===== src/rtl/irq_arb_pkg.sv =====
// Package: shared types for the interrupt request arbiter.
// Assumes nothing beyond IEEE 1800-2017 packages.
package irq_arb_pkg;

    // How one request line is latched into its pending bit.
    typedef enum logic {
        SENSE_EDGE  = 1'b0,
        SENSE_LEVEL = 1'b1
    } sense_e;

    // Default number of request lines handled by one core.
    localparam int unsigned LINES_DFLT = 8;

endpackage


===== src/rtl/irq_line_capture.sv =====
// Module: irq_line_capture
// Latches one request line into a pending bit. In edge mode, a low-to-high
// change against the stored previous level sets the bit, and the bit then
// holds. In level mode, the bit copies the line. Assumes req is synchronous
// to clk.
module irq_line_capture
    import irq_arb_pkg::*;
(
    input  logic   clk,
    input  logic   rst_n,
    input  logic   req,
    input  sense_e mode,
    output logic   pend
);

    logic prev_q;

    // Store the line level so that edges can be detected on the next cycle.
    always_ff @(posedge clk) begin
        if (!rst_n) prev_q <= 1'b0;
        else        prev_q <= req;
    end

    // Update the pending bit according to the sense mode.
    always_ff @(posedge clk) begin
        if (!rst_n) begin
            pend <= 1'b0;
        end else begin
            unique case (mode)
                SENSE_LEVEL: pend <= req;
                SENSE_EDGE:  if (req && !prev_q) pend <= 1'b1;
                default:     pend <= pend;
            endcase
        end
    end

endmodule


===== src/rtl/irq_step_search.sv =====
// Module: irq_step_search
// Rotating find-first. It returns the smallest step s for which
// vec[(s + rot) mod N] is set, or N when vec is empty. Assumes N is a power
// of two so that the wrap is a plain truncation. Purely combinational.
module irq_step_search #(
    parameter int unsigned N = 8,
    localparam int unsigned W = $clog2(N)
) (
    input  logic [N-1:0] vec,
    input  logic [W-1:0] rot,
    output logic [W:0]   step,
    output logic         found
);

    logic [N-1:0] rv;

    // Rotate the vector so that rv[0] is the line at the rotation base.
    for (genvar s = 0; s < N; s++) begin : g_rot
        localparam logic [W-1:0] S = W'(s);
        assign rv[s] = vec[S + rot];
    end

    // Find the lowest set step, scanning from the lowest priority upward.
    always_comb begin
        step  = (W+1)'(N);
        found = |rv;
        for (int s = N - 1; s >= 0; s--) begin
            if (rv[s]) step = (W+1)'(s);
        end
    end

endmodule


===== src/rtl/irq_arbiter_core.sv =====
// Module: irq_arbiter_core
// Captures N request lines, hides masked ones, and picks the
// highest-priority pending line with a rotating search. It raises irq_out
// when that line is more urgent than the most urgent line in service.
// Assumes N is a power of two. Sense-select bits outside TRIG_IMPL do not
// exist in hardware and force edge mode.
module irq_arbiter_core
    import irq_arb_pkg::*;
#(
    parameter int unsigned N         = LINES_DFLT,
    parameter logic [N-1:0] TRIG_IMPL = 8'hF8,
    parameter int unsigned CASC_POS  = 2,
    parameter bit          IS_MASTER = 1'b1,
    localparam int unsigned W = $clog2(N)
) (
    input  logic         clk,
    input  logic         rst_n,
    input  logic [N-1:0] req_in,
    input  logic [N-1:0] mask_in,
    input  logic [N-1:0] sense_sel,
    input  logic [N-1:0] in_service,
    input  logic [W-1:0] rot_base,
    input  logic         nest_excl,
    output logic [W-1:0] win_idx,
    output logic         win_valid,
    output logic         irq_out
);

    localparam logic [N-1:0] EXCL_MASK = {{(N-1){1'b0}}, 1'b1} << CASC_POS;

    logic [N-1:0] pend_q;
    logic [N-1:0] cand;
    logic [N-1:0] isr_eff;
    logic [W:0]   p_step;
    logic [W:0]   c_step;
    logic         p_found;
    logic         c_found;

    // One capture cell per line; unimplemented sense bits are tied to edge.
    for (genvar i = 0; i < N; i++) begin : g_line
        sense_e mode_i;
        assign mode_i = (TRIG_IMPL[i] && sense_sel[i]) ? SENSE_LEVEL : SENSE_EDGE;
        irq_line_capture u_cap (
            .clk  (clk),
            .rst_n(rst_n),
            .req  (req_in[i]),
            .mode (mode_i),
            .pend (pend_q[i])
        );
    end

    // Candidates are the pending lines that the mask leaves visible.
    assign cand = pend_q & ~mask_in;

    // Master variant can drop the cascade in-service bit from the comparison.
    if (IS_MASTER) begin : g_master
        assign isr_eff = nest_excl ? (in_service & ~EXCL_MASK) : in_service;
    end else begin : g_slave
        logic unused_nest;
        assign unused_nest = nest_excl;
        assign isr_eff     = in_service;
    end

    irq_step_search #(.N(N)) u_pend_search (
        .vec  (cand),
        .rot  (rot_base),
        .step (p_step),
        .found(p_found)
    );

    irq_step_search #(.N(N)) u_isr_search (
        .vec  (isr_eff),
        .rot  (rot_base),
        .step (c_step),
        .found(c_found)
    );

    // Turn the winning step into a line number and compare it with the in-service step.
    always_comb begin
        win_valid = p_found;
        win_idx   = p_found ? (p_step[W-1:0] + rot_base) : '0;
        irq_out   = p_found && (c_found ? (p_step < c_step) : 1'b1);
    end

endmodule


===== config.mk =====
export PLATFORM = sky130hd
export DESIGN_NAME = irq_arbiter_core
export DESIGN_NICKNAME = d
export VERILOG_FILES = /design/src/rtl/irq_arb_pkg.sv /design/src/rtl/irq_line_capture.sv /design/src/rtl/irq_step_search.sv /design/src/rtl/irq_arbiter_core.sv
export SDC_FILE = /design/constraint.sdc
export NUM_CORES = 1
export LEC_CHECK = 0
export ABC_AREA = 1
export ABC_CLOCK_PERIOD_IN_PS = 11450
export BUFFER_PORTS_ARGS = -buffer_cell sky130_fd_sc_hd__buf_2
export CAP_MARGIN = 20
export CORE_MARGIN = 5
export CORE_UTILIZATION = 50
export DETAILED_ROUTE_END_ITERATION = 10
export HOLD_SLACK_MARGIN = 0.05
export PLACE_DENSITY_LB_ADDON = 0.05
export SYNTH_ARGS = -nofsm -noshare
export SYNTH_HDL_FRONTEND = slang
export SYNTH_SLANG_ARGS = --single-unit

===== constraint.sdc =====
create_clock -name clk -period 11.45 [get_ports clk]
set_input_delay 3.435 -clock clk [delete_from_list [all_inputs] [get_ports clk]]
set_output_delay 3.435 -clock clk [all_outputs]
set_load 0.01 [all_outputs]

==> results of run 1 <==
## stage by stage
| stage | hold WS (ns) | setup WS [ns] | cell area (um^2) | instances | power [mW] |
|---|---|---|---|---|---|
| global route | 0.442 | 1.21 | 1820 | 354 | 0.195 |
| global placement | 0.402 | 1.50 | 1800 | 351 | 0.148 |
| finish | 0.426 | 1.49 | 1820 | 354 | 0.176 |
| floorplan | 0.399 | 2.03 | 1610 | 275 | 0.128 |
| CTS | 0.431 | 1.50 | 1820 | 354 | 0.177 |
| detailed placement | 0.418 | 1.50 | 1800 | 351 | 0.149 |
## power by group
group	leakage, nW	switching, mW	internal (mW)
sequential	0.134	0.00234	0.0596
combinational	0.914	0.0518	0.0338
clock	0.0138	0.0162	0.0122
total	1.06	0.0703	0.106
## worst max path at each step
stage,cells after the start,to
finish,21,win_idx[2]
CTS,21,win_idx[2]
floorplan,22,win_idx[2]
global placement,21,win_idx[2]
global route,21,win_idx[2]
detailed placement,21,win_idx[2]
## final cells by class
cell class,count,share of cell area (%)
Multi-Input combinational cell,197,55.9
Sequential cell,16,17.6
Inverter,55,11.6
Timing Repair Buffer,39,10.7
Tap cell,44,3.02
Clock buffer,3,1.23
## metal layers
metal | vias to the layer above | share of wire [%] | GRT usage (%)
li1 | 939 | - | -
met1 | 714 | 49 | 23.3
met2 | 44 | 43 | 29.1
met3 | 4 | 6.8 | 4.22
met4 | 0 | 0.76 | 3.05
met5 | - | 0 | 0
## cells by family after synthesis
family / count (synthesis)
buf+inv: 62
flops: 16
xor+xnor: 4
compound gates: 33
fa+ha+maj: 7
simple gates: 153
## flip-flops by register name, indices dropped and copies added, names as in the netlist
name,flops
g_line.u_cap.pend,8
g_line.u_cap.prev_q,8
## synthesized netlist by cell type (all sizes together)
cell type,number
clkbuf,1
nor2,13
xor2,1
o21ai,20
nand3,55
fa,1
xnor2,3
a31oi,3
and2,1
nor3,1
a21oi,5
o31ai,5
ha,6
buf,6
inv,55
dfxtp,16
nand2,83
## worst register-to-register path: stages (launching register included)
cell,delay (ns)
dfxtp_1,0.39
inv_1,0.05
o31ai_1,0.23
==> flow_summary.json, run 1 <==
{
  "outcome": "finished clean",
  "die_height_um": 66.8,
  "gp_congestion": 0.829,
  "gr-usage-all-layers_pct": 17.6,
  "total_count_of_max_transition_violations_in_the_final_report": 0,
  "critical_path_capture_point_type": "output pin",
  "first_global_vias": 1465,
  "worst_hold_path_startpoint": "g_line[1].u_cap.prev_q$_SDFF_PN0_",
  "count_of_standard_cell_rows": 20,
  "layout-drive-gt1-share_pct": 19.0,
  "yosysTopAreaCellShare_pct": 19.9,
  "max_clock_freq_ghz": 0.100,
  "number_of_port_buffers": 39,
  "hold_violations": 0,
  "post_drt_wl_per_cell_um": 10.0,
  "post-synth-top-area-cell": "dfxtp_1",
  "die_area_mm2": 0.00446,
  "slowest_delay_ns": 0.45,
  "area_of_combinational_cells_with_multiple_inputs_mm2": 0.00102,
  "nFillCells": 334,
  "leading_cell_types_by_total_area_after_synthesis": "dfxtp_1 20%, nand2_1 19%, nand3_1 16%",
  "layout.cells.most_common": "nand2_1",
  "worst_hold_path.endpoint": "g_line[1].u_cap.pend$_SDFFE_PN0P_",
  "cts_bufs_inserted": 3,
  "classification_of_the_worst_slack_hold_path": "reg -> reg",
  "top_level_pins": 43,
  "rr_startpoint": "g_line[7].u_cap.pend$_SDFFE_PN0P_",
  "cp.buffers_inverters": 6,
  "wl_mm": 3.55,
  "synth-warning-count": 0,
  "drt-pass1-iter-count": 4,
  "critical_path.most_common_cell": "nand2_1",
  "tritoncts": "yes",
  "worst_path_max_delay_cell": "ha_1",
  "synth-seq-area-share_pct": 19.9,
  "ff_latch_area_um2": 320,
  "cts_sinks": 16,
  "cp_data_required_time_ns": 8.02,
  "max-clock-path-buffers": 2,
  "num-nets-final": 357,
  "cp.arrival_ns": 6.52,
  "path_class": "in -> out",
  "grt_pass1_wl_mm": 6.04,
  "yosys.area_share.adder_pct": 5.90,
  "crit_path_start": "rot_base[0]",
  "post_cts_resize_count": 0,
  "clock_skew_ns": 0.000117,
  "crit_path_max_fanout": 19,
  "synthXorXnorAreaFrac_pct": 3.57,
  "layout.cells.most_common_list": "80 x nand2_1, 52 x inv_1, 52 x nand3_1",
  "hpwlAfterDp_mm": 2.94,
  "grt_setup_unrepaired": "false",
  "syn-num-nets": 320,
  "worst-slew-pin-transition_ns": 0.409,
  "antenna_violations_before_repair": 0,
  "cts_setup_buffers": 0,
  "timing.critical_path.cells": "buf_2 > inv_6 > ha_1 > inv_1 > nand3_1 > nand2_1 > inv_1 > o21ai_2 > nand2_1 > nand2_1 > nand2_1 > nand2_1 > nand2_1 > nand2_1 > inv_1 > ha_1 > fa_1 > xor2_1 > nor2_1 > a21oi_1 > buf_2",
  "ys_ff_latch": 16,
  "finalCritPeriodShare_pct": 87.0,
  "worst-r2r-cell-count": 2,
  "pin_count_of_the_biggest_net_entering_global_routing": 20,
  "cts.clk_slew.worst_paths_ns": 0.08,
  "synth_top_family_by_area": "simple AND/OR/NAND/NOR gates",
  "ff2ff_setup_slack_ns": 10.70,
  "holdPathStages": 1,
  "start_util_pct": 52.4,
  "antennaDiodeCount": 0,
  "power_density_over_cell_area_mw_per_mm2": 96.4,
  "post_synth_inst_count": 275,
  "cts_hold_buffers": 0,
  "finalSetupViolCount": 0,
  "core_region_area_mm2": 0.00308,
  "maxSlewHeadroom_pct": 72.8,
  "worstReg2RegEnd": "g_line[7].u_cap.pend$_SDFFE_PN0P_",
  "fin_util_pct": 59.3,
  "power.static_leakage_nw": 1.06,
  "clock-root-buffer": "clkbuf_4",
  "cts-htree-levels": 1,
  "vias": 1701,
  "start_kind": "input port",
  "antenna_nets_post_route": 0,
  "maximum_ir_drop_on_the_vdd_rail_v": 0.0000825,
  "synthMuxAreaShare_pct": 0,
  "synthesized_area_fraction_occupied_by_ao_oa_aoi_and_oai_cells_pct": 11.9,
  "globalRouteOverflowTotal": 0,
  "clk-insertion-delay-late_ns": 0.28,
  "period_minus_slack_ns": 9.96,
  "timing.max_cap.violations": 0,
  "synth-simple-area-share_pct": 41.8,
  "detail_route.vias_per_cell": 4.81,
  "worst_path_dominant_cell_family": "adder cells",
  "remaining_drc_errors": 0,
  "die_w_um": 66.8,
  "initialDrtViolationCount": 44,
  "area_growth_syn_to_layout_pct": 13.1,
  "yosys.cell_types.count": 27,
  "final.setup.tns_ns": 0,
  "post_synth_instance_area_mm2": 0.00161,
  "syn_area_per_cell_um2": 5.86
}
Power figures use the tool's default switching activity.
==> inputs of run 2 (changes only) <==
--- a/config.mk
+++ b/config.mk
@@ -13,6 +13,7 @@
 export CORE_UTILIZATION = 50
 export DETAILED_ROUTE_END_ITERATION = 10
 export HOLD_SLACK_MARGIN = 0.05
+export MAX_ROUTING_LAYER = met4
 export PLACE_DENSITY_LB_ADDON = 0.05
 export SYNTH_ARGS = -nofsm -noshare
 export SYNTH_HDL_FRONTEND = slang
==> run 2 against run 1 <==
  * Wire length about the same
  * Total power about the same
  * Sequential share of layout area unchanged
  * Die area unchanged
  * Combinational power about the same
  * Largest power group unchanged
==> flow_summary.json, run 2 (synthesis results as in run 1) <==
{
  "clock_skew_ns": 0.000117,
  "grt_pass1_wl_mm": 6.05,
  "layout.cells.most_common": "nand2_1",
  "critical_path.most_common_cell": "nand2_1",
  "layout-drive-gt1-share_pct": 19.0,
  "worstReg2RegEnd": "g_line[7].u_cap.pend$_SDFFE_PN0P_",
  "area_growth_syn_to_layout_pct": 13.1,
  "power.static_leakage_nw": 1.06,
  "final.setup.tns_ns": 0,
  "layout.cells.most_common_list": "80 x nand2_1, 52 x inv_1, 52 x nand3_1",
  "cts_bufs_inserted": 3,
  "classification_of_the_worst_slack_hold_path": "reg -> reg",
  "gp_congestion": 0.842,
  "period_minus_slack_ns": 9.96,
  "route.met2.wl_mm": 1.54,
  "post_cts_resize_count": 0,
  "maxSlewHeadroom_pct": 72.7,
  "tritoncts": "yes",
  "cts_setup_buffers": 0,
  "worst_hold_margin_ns": 0.426,
  "antennaDiodeCount": 0,
  "cp_data_required_time_ns": 8.02,
  "worstSetupEndpoint": "win_idx[2]",
  "slowest_delay_ns": 0.45,
  "critical_path_capture_point_type": "output pin",
  "initialDrtViolationCount": 43,
  "count_of_standard_cell_rows": 20,
  "crit_path_max_fanout": 19,
  "number_of_port_buffers": 39,
  "timing.max_cap.violations": 0,
  "hold_violations": 0,
  "clock-root-buffer": "clkbuf_4",
  "grt_setup_unrepaired": "false",
  "start_util_pct": 52.4,
  "outcome": "finished clean",
  "timing.critical_path.cells": "buf_2 > inv_6 > ha_1 > inv_1 > nand3_1 > nand2_1 > inv_1 > o21ai_2 > nand2_1 > nand2_1 > nand2_1 > nand2_1 > nand2_1 > nand2_1 > inv_1 > ha_1 > fa_1 > xor2_1 > nor2_1 > a21oi_1 > buf_2",
  "cts_hold_buffers": 0,
  "pin_count_of_the_biggest_net_entering_global_routing": 20,
  "first_global_vias": 1461,
  "total_count_of_max_transition_violations_in_the_final_report": 0,
  "fin_cells": 354,
  "cp.arrival_ns": 6.53,
  "top_level_pins": 43,
  "cts.clk_slew.worst_paths_ns": 0.08,
  "wl_mm": 3.55,
  "worst-r2r-cell-count": 2,
  "biggestRegsByFlops": "g_line.u_cap.pend x8, g_line.u_cap.prev_q x8",
  "die_w_um": 66.8,
  "m1WireLength_mm": 1.75,
  "worst-slew-pin-transition_ns": 0.409,
  "antenna_violations_before_repair": 0,
  "finalSetupViolCount": 0,
  "max_clock_freq_ghz": 0.100,
  "crit_path_start": "rot_base[0]",
  "finalCritPeriodShare_pct": 87.0,
  "start_kind": "input port",
  "die_height_um": 66.8,
  "antenna_nets_post_route": 0,
  "drt-pass1-iter-count": 4,
  "gr-usage-all-layers_pct": 18.1,
  "path_class": "in -> out",
  "hpwlAfterDp_mm": 2.94,
  "die_area_mm2": 0.00446,
  "clk-insertion-delay-late_ns": 0.28,
  "vias": 1697,
  "num-nets-final": 357,
  "cts-htree-levels": 1,
  "core_region_area_mm2": 0.00308,
  "worst_path_max_delay_cell": "ha_1",
  "rr_startpoint": "g_line[7].u_cap.pend$_SDFFE_PN0P_",
  "ff2ff_setup_slack_ns": 10.70,
  "post_drt_wl_per_cell_um": 10.0,
  "wl_met3_um": 233,
  "globalRouteOverflowTotal": 0,
  "placed_cells": 351,
  "detail_route.vias_per_cell": 4.79,
  "remaining_drc_errors": 0,
  "cts_sinks": 16,
  "maximum_ir_drop_on_the_vdd_rail_v": 0.0000825,
  "top_signal_layer_used": "met4",
  "max-clock-path-buffers": 2,
  "power_density_over_cell_area_mw_per_mm2": 96.5
}
==> run 2: cell counts in the layout (fill, tap and decap cells not counted) <==
No cell type changed its count.
==> run 2: where the power goes <==
part / leakage (nW) / switching (mW) / internal, mW
combinational: 0.914 / 0.0518 / 0.0338
clock: 0.0138 / 0.0163 / 0.0122
sequential: 0.134 / 0.00234 / 0.0596
==> run 2: final cells by class <==
cell class | count | area [um^2]
fill | 334 | 1250
inverter | 55 | 211
timing repair buffer | 39 | 195
multi-input combinational | 197 | 1020
sequential | 16 | 320
clock buffer | 3 | 22.5
tap | 44 | 55.1
==> run 2: per-layer routing <==
metal,global-route usage (%),vias up
li1,-,940
met1,23.6,708
met2,29.0,45
met3,4.05,4
met4,3.05,0
met5,-,-
==> run 2: worst max-delay path: cells and delay by family <==
kind,cells,cell delay (ns)
buf+inv,6,0.98
compound gates,2,0.26
xor+xnor,1,0.18
fa+ha+maj,3,1.03
simple gates,9,0.60
==> run 2: worst min-delay path by stage <==
| stage | from | end | slack (ns) | cells past startpoint |
|---|---|---|---|---|
| after floorplan | g_line[0].u_cap.prev_q$_SDFF_PN0_ | g_line[0].u_cap.pend$_SDFFE_PN0P_ | 0.40 | 1 |
| after global placement | g_line[0].u_cap.prev_q$_SDFF_PN0_ | g_line[0].u_cap.pend$_SDFFE_PN0P_ | 0.40 | 1 |
| after detailed placement | g_line[1].u_cap.prev_q$_SDFF_PN0_ | g_line[1].u_cap.pend$_SDFFE_PN0P_ | 0.42 | 1 |
| after CTS | g_line[0].u_cap.prev_q$_SDFF_PN0_ | g_line[0].u_cap.pend$_SDFFE_PN0P_ | 0.43 | 1 |
| after global routing | g_line[0].u_cap.prev_q$_SDFF_PN0_ | g_line[0].u_cap.pend$_SDFFE_PN0P_ | 0.44 | 1 |
| final | g_line[1].u_cap.prev_q$_SDFF_PN0_ | g_line[1].u_cap.pend$_SDFFE_PN0P_ | 0.43 | 1 |
==> run 2: metrics by stage <==
step                setup WS [ns]  power [mW]  utilization, %  cell area, um^2
floorplan                    2.03       0.128               -             1610
global placement             1.50       0.148            58.5             1800
detailed placement           1.50       0.149            58.5             1800
CTS                          1.50       0.177            59.3             1820
global route                 1.21       0.195            59.3             1820
finish                       1.49       0.176            59.3             1820
==> inputs of run 3 (changes only) <==
--- a/config.mk
+++ b/config.mk
@@ -10,7 +10,7 @@
 export BUFFER_PORTS_ARGS = -buffer_cell sky130_fd_sc_hd__buf_2
 export CAP_MARGIN = 20
 export CORE_MARGIN = 5
-export CORE_UTILIZATION = 50
+export CORE_UTILIZATION = 45
 export DETAILED_ROUTE_END_ITERATION = 10
 export HOLD_SLACK_MARGIN = 0.05
 export MAX_ROUTING_LAYER = met4
==> run 3 against run 2 <==
  * Worst setup slack lost 0.048 ns
  * Total power grew 5.5%
  * Critical endpoint unchanged
  * Critical path type unchanged
  * Design area grew 0.89%
==> flow_summary.json, run 3 (synthesis results as in run 1) <==
{
  "finalCritPeriodShare_pct": 87.4,
  "post_cts_resize_count": 0,
  "start_util_pct": 47.2,
  "cts_hold_buffers": 0,
  "maxSlewHeadroom_pct": 73.9,
  "clock_skew_ns": 0.00834,
  "cp_data_required_time_ns": 8.02,
  "antenna_violations_before_repair": 0,
  "power.static_leakage_nw": 1.07,
  "maximum_ir_drop_on_the_vdd_rail_v": 0.0000639,
  "num-nets-final": 357,
  "timing.max_cap.violations": 0,
  "ff2ff_setup_slack_ns": 10.72,
  "globalRouteOverflowTotal": 0,
  "cts.clk_slew.worst_paths_ns": 0.09,
  "critical_path_capture_point_type": "output pin",
  "layout.cells.most_common": "nand2_1",
  "core_region_area_mm2": 0.00342,
  "path_class": "in -> out",
  "period_minus_slack_ns": 10.01,
  "die_area_mm2": 0.00488,
  "cts_bufs_inserted": 3,
  "crit_path_max_fanout": 19,
  "grt_setup_unrepaired": "false",
  "drt-pass1-iter-count": 4,
  "tritoncts": "yes",
  "worstReg2RegEnd": "g_line[7].u_cap.pend$_SDFFE_PN0P_",
  "critical_path.most_common_cell": "nand2_1",
  "timing.critical_path.cells": "buf_2 > inv_6 > ha_1 > inv_1 > nand3_1 > nand2_1 > inv_1 > o21ai_2 > nand2_1 > nand2_1 > nand2_1 > nand2_1 > nand2_1 > nand2_1 > inv_1 > ha_1 > fa_1 > xor2_1 > nor2_1 > a21oi_1 > buf_2",
  "hpwlAfterDp_mm": 3.05,
  "antennaDiodeCount": 0,
  "post_drt_wl_per_cell_um": 10.1,
  "classification_of_the_worst_slack_hold_path": "reg -> reg",
  "finalSetupViolCount": 0,
  "cp.arrival_ns": 6.57,
  "start_kind": "input port",
  "pin_count_of_the_biggest_net_entering_global_routing": 20,
  "rr_startpoint": "g_line[7].u_cap.pend$_SDFFE_PN0P_",
  "fin_cells": 357,
  "antenna_nets_post_route": 0,
  "die_w_um": 69.9,
  "worst_path_max_delay_cell": "ha_1",
  "count_of_standard_cell_rows": 21,
  "wl_mm": 3.60,
  "crit_path_start": "rot_base[0]",
  "slowest_delay_ns": 0.46,
  "worst-r2r-cell-count": 2,
  "clk-insertion-delay-late_ns": 0.29,
  "final_critical_path_setup_slack_ns": 1.44,
  "number_of_port_buffers": 39,
  "total_count_of_max_transition_violations_in_the_final_report": 0,
  "cts-htree-levels": 1,
  "max_clock_freq_ghz": 0.0999,
  "total_power_mw": 0.186,
  "area_growth_syn_to_layout_pct": 14.1,
  "remaining_drc_errors": 0,
  "outcome": "finished clean",
  "holdPathStages": 1,
  "cts_sinks": 16,
  "layout.cells.most_common_list": "80 x nand2_1, 52 x inv_1, 52 x nand3_1",
  "detail_route.vias_per_cell": 4.73,
  "gp_congestion": 0.872,
  "biggestRegsByFlops": "g_line.u_cap.pend x8, g_line.u_cap.prev_q x8",
  "vias": 1690,
  "first_global_vias": 1457,
  "placed_cells": 353,
  "top_level_pins": 43,
  "worstSetupEndpoint": "win_idx[2]",
  "power_density_over_cell_area_mw_per_mm2": 101,
  "placement.setup.worst_slack_ns": 1.46,
  "max-clock-path-buffers": 2,
  "initialDrtViolationCount": 62,
  "grt_pass1_wl_mm": 6.18,
  "cts_setup_buffers": 0,
  "worst_hold_path_startpoint": "g_line[1].u_cap.prev_q$_SDFF_PN0_",
  "clock-root-buffer": "clkbuf_4",
  "worst-slew-pin-transition_ns": 0.391,
  "layout-drive-gt1-share_pct": 19.3,
  "gr-usage-all-layers_pct": 15.4,
  "hold_violations": 0,
  "final.setup.tns_ns": 0,
  "die_height_um": 69.9
}
-- run 3: changes by cell type in the layout (fill, tap and decap cells not counted), sizes merged --
cell,change
clkbuf,+1
-- run 3: report_power, final --
part | internal, mW | switching, mW | total, mW
logic | 0.0341 | 0.0525 | 0.0866
clock network | 0.0194 | 0.0181 | 0.0375
registers | 0.0596 | 0.00217 | 0.0618
-- run 3: through the flow --
step	hold WS [ns]	util (%)	area (um^2)
detailed placement	0.412	52.8	1800
global placement	0.401	52.8	1800
global route	0.453	53.9	1840
floorplan	0.399	-	1610
CTS	0.426	53.9	1840
finish	0.421	53.9	1840
-- run 3: worst min-delay path by stage --
stage	endpoint	slack, ns
after floorplan	g_line[0].u_cap.pend$_SDFFE_PN0P_	0.40
after global placement	g_line[0].u_cap.pend$_SDFFE_PN0P_	0.40
after detailed placement	g_line[1].u_cap.pend$_SDFFE_PN0P_	0.41
after CTS	g_line[1].u_cap.pend$_SDFFE_PN0P_	0.43
after global routing	g_line[1].u_cap.pend$_SDFFE_PN0P_	0.45
final	g_line[1].u_cap.pend$_SDFFE_PN0P_	0.42
-- run 3: worst max-delay path: cells and delay by family --
family	cells	cell delay [ns]
AO/OA/AOI/OAI	2	0.26
XOR/XNOR	1	0.19
adder cells (fa/ha/maj)	3	1.08
buffers and inverters	6	0.98
AND/OR/NAND/NOR	9	0.60
-- run 3: per-layer routing --
layer,vias to the layer above,track usage (%),wire (um),share of wire [%]
met5,-,-,0,0
met4,0,2.55,17,0.47
met3,2,2.58,158,4.4
met2,37,26.0,1680,47
met1,705,19.6,1750,48
li1,946,-,-,-
-- run 3: cell type report --
class,instances,area [um^2]
Inverter,55,211
Fill cell,395,1580
Timing Repair Buffer,39,195
Tap cell,46,57.6
Sequential cell,16,320
Multi-Input combinational cell,197,1020
Clock buffer,4,36.3
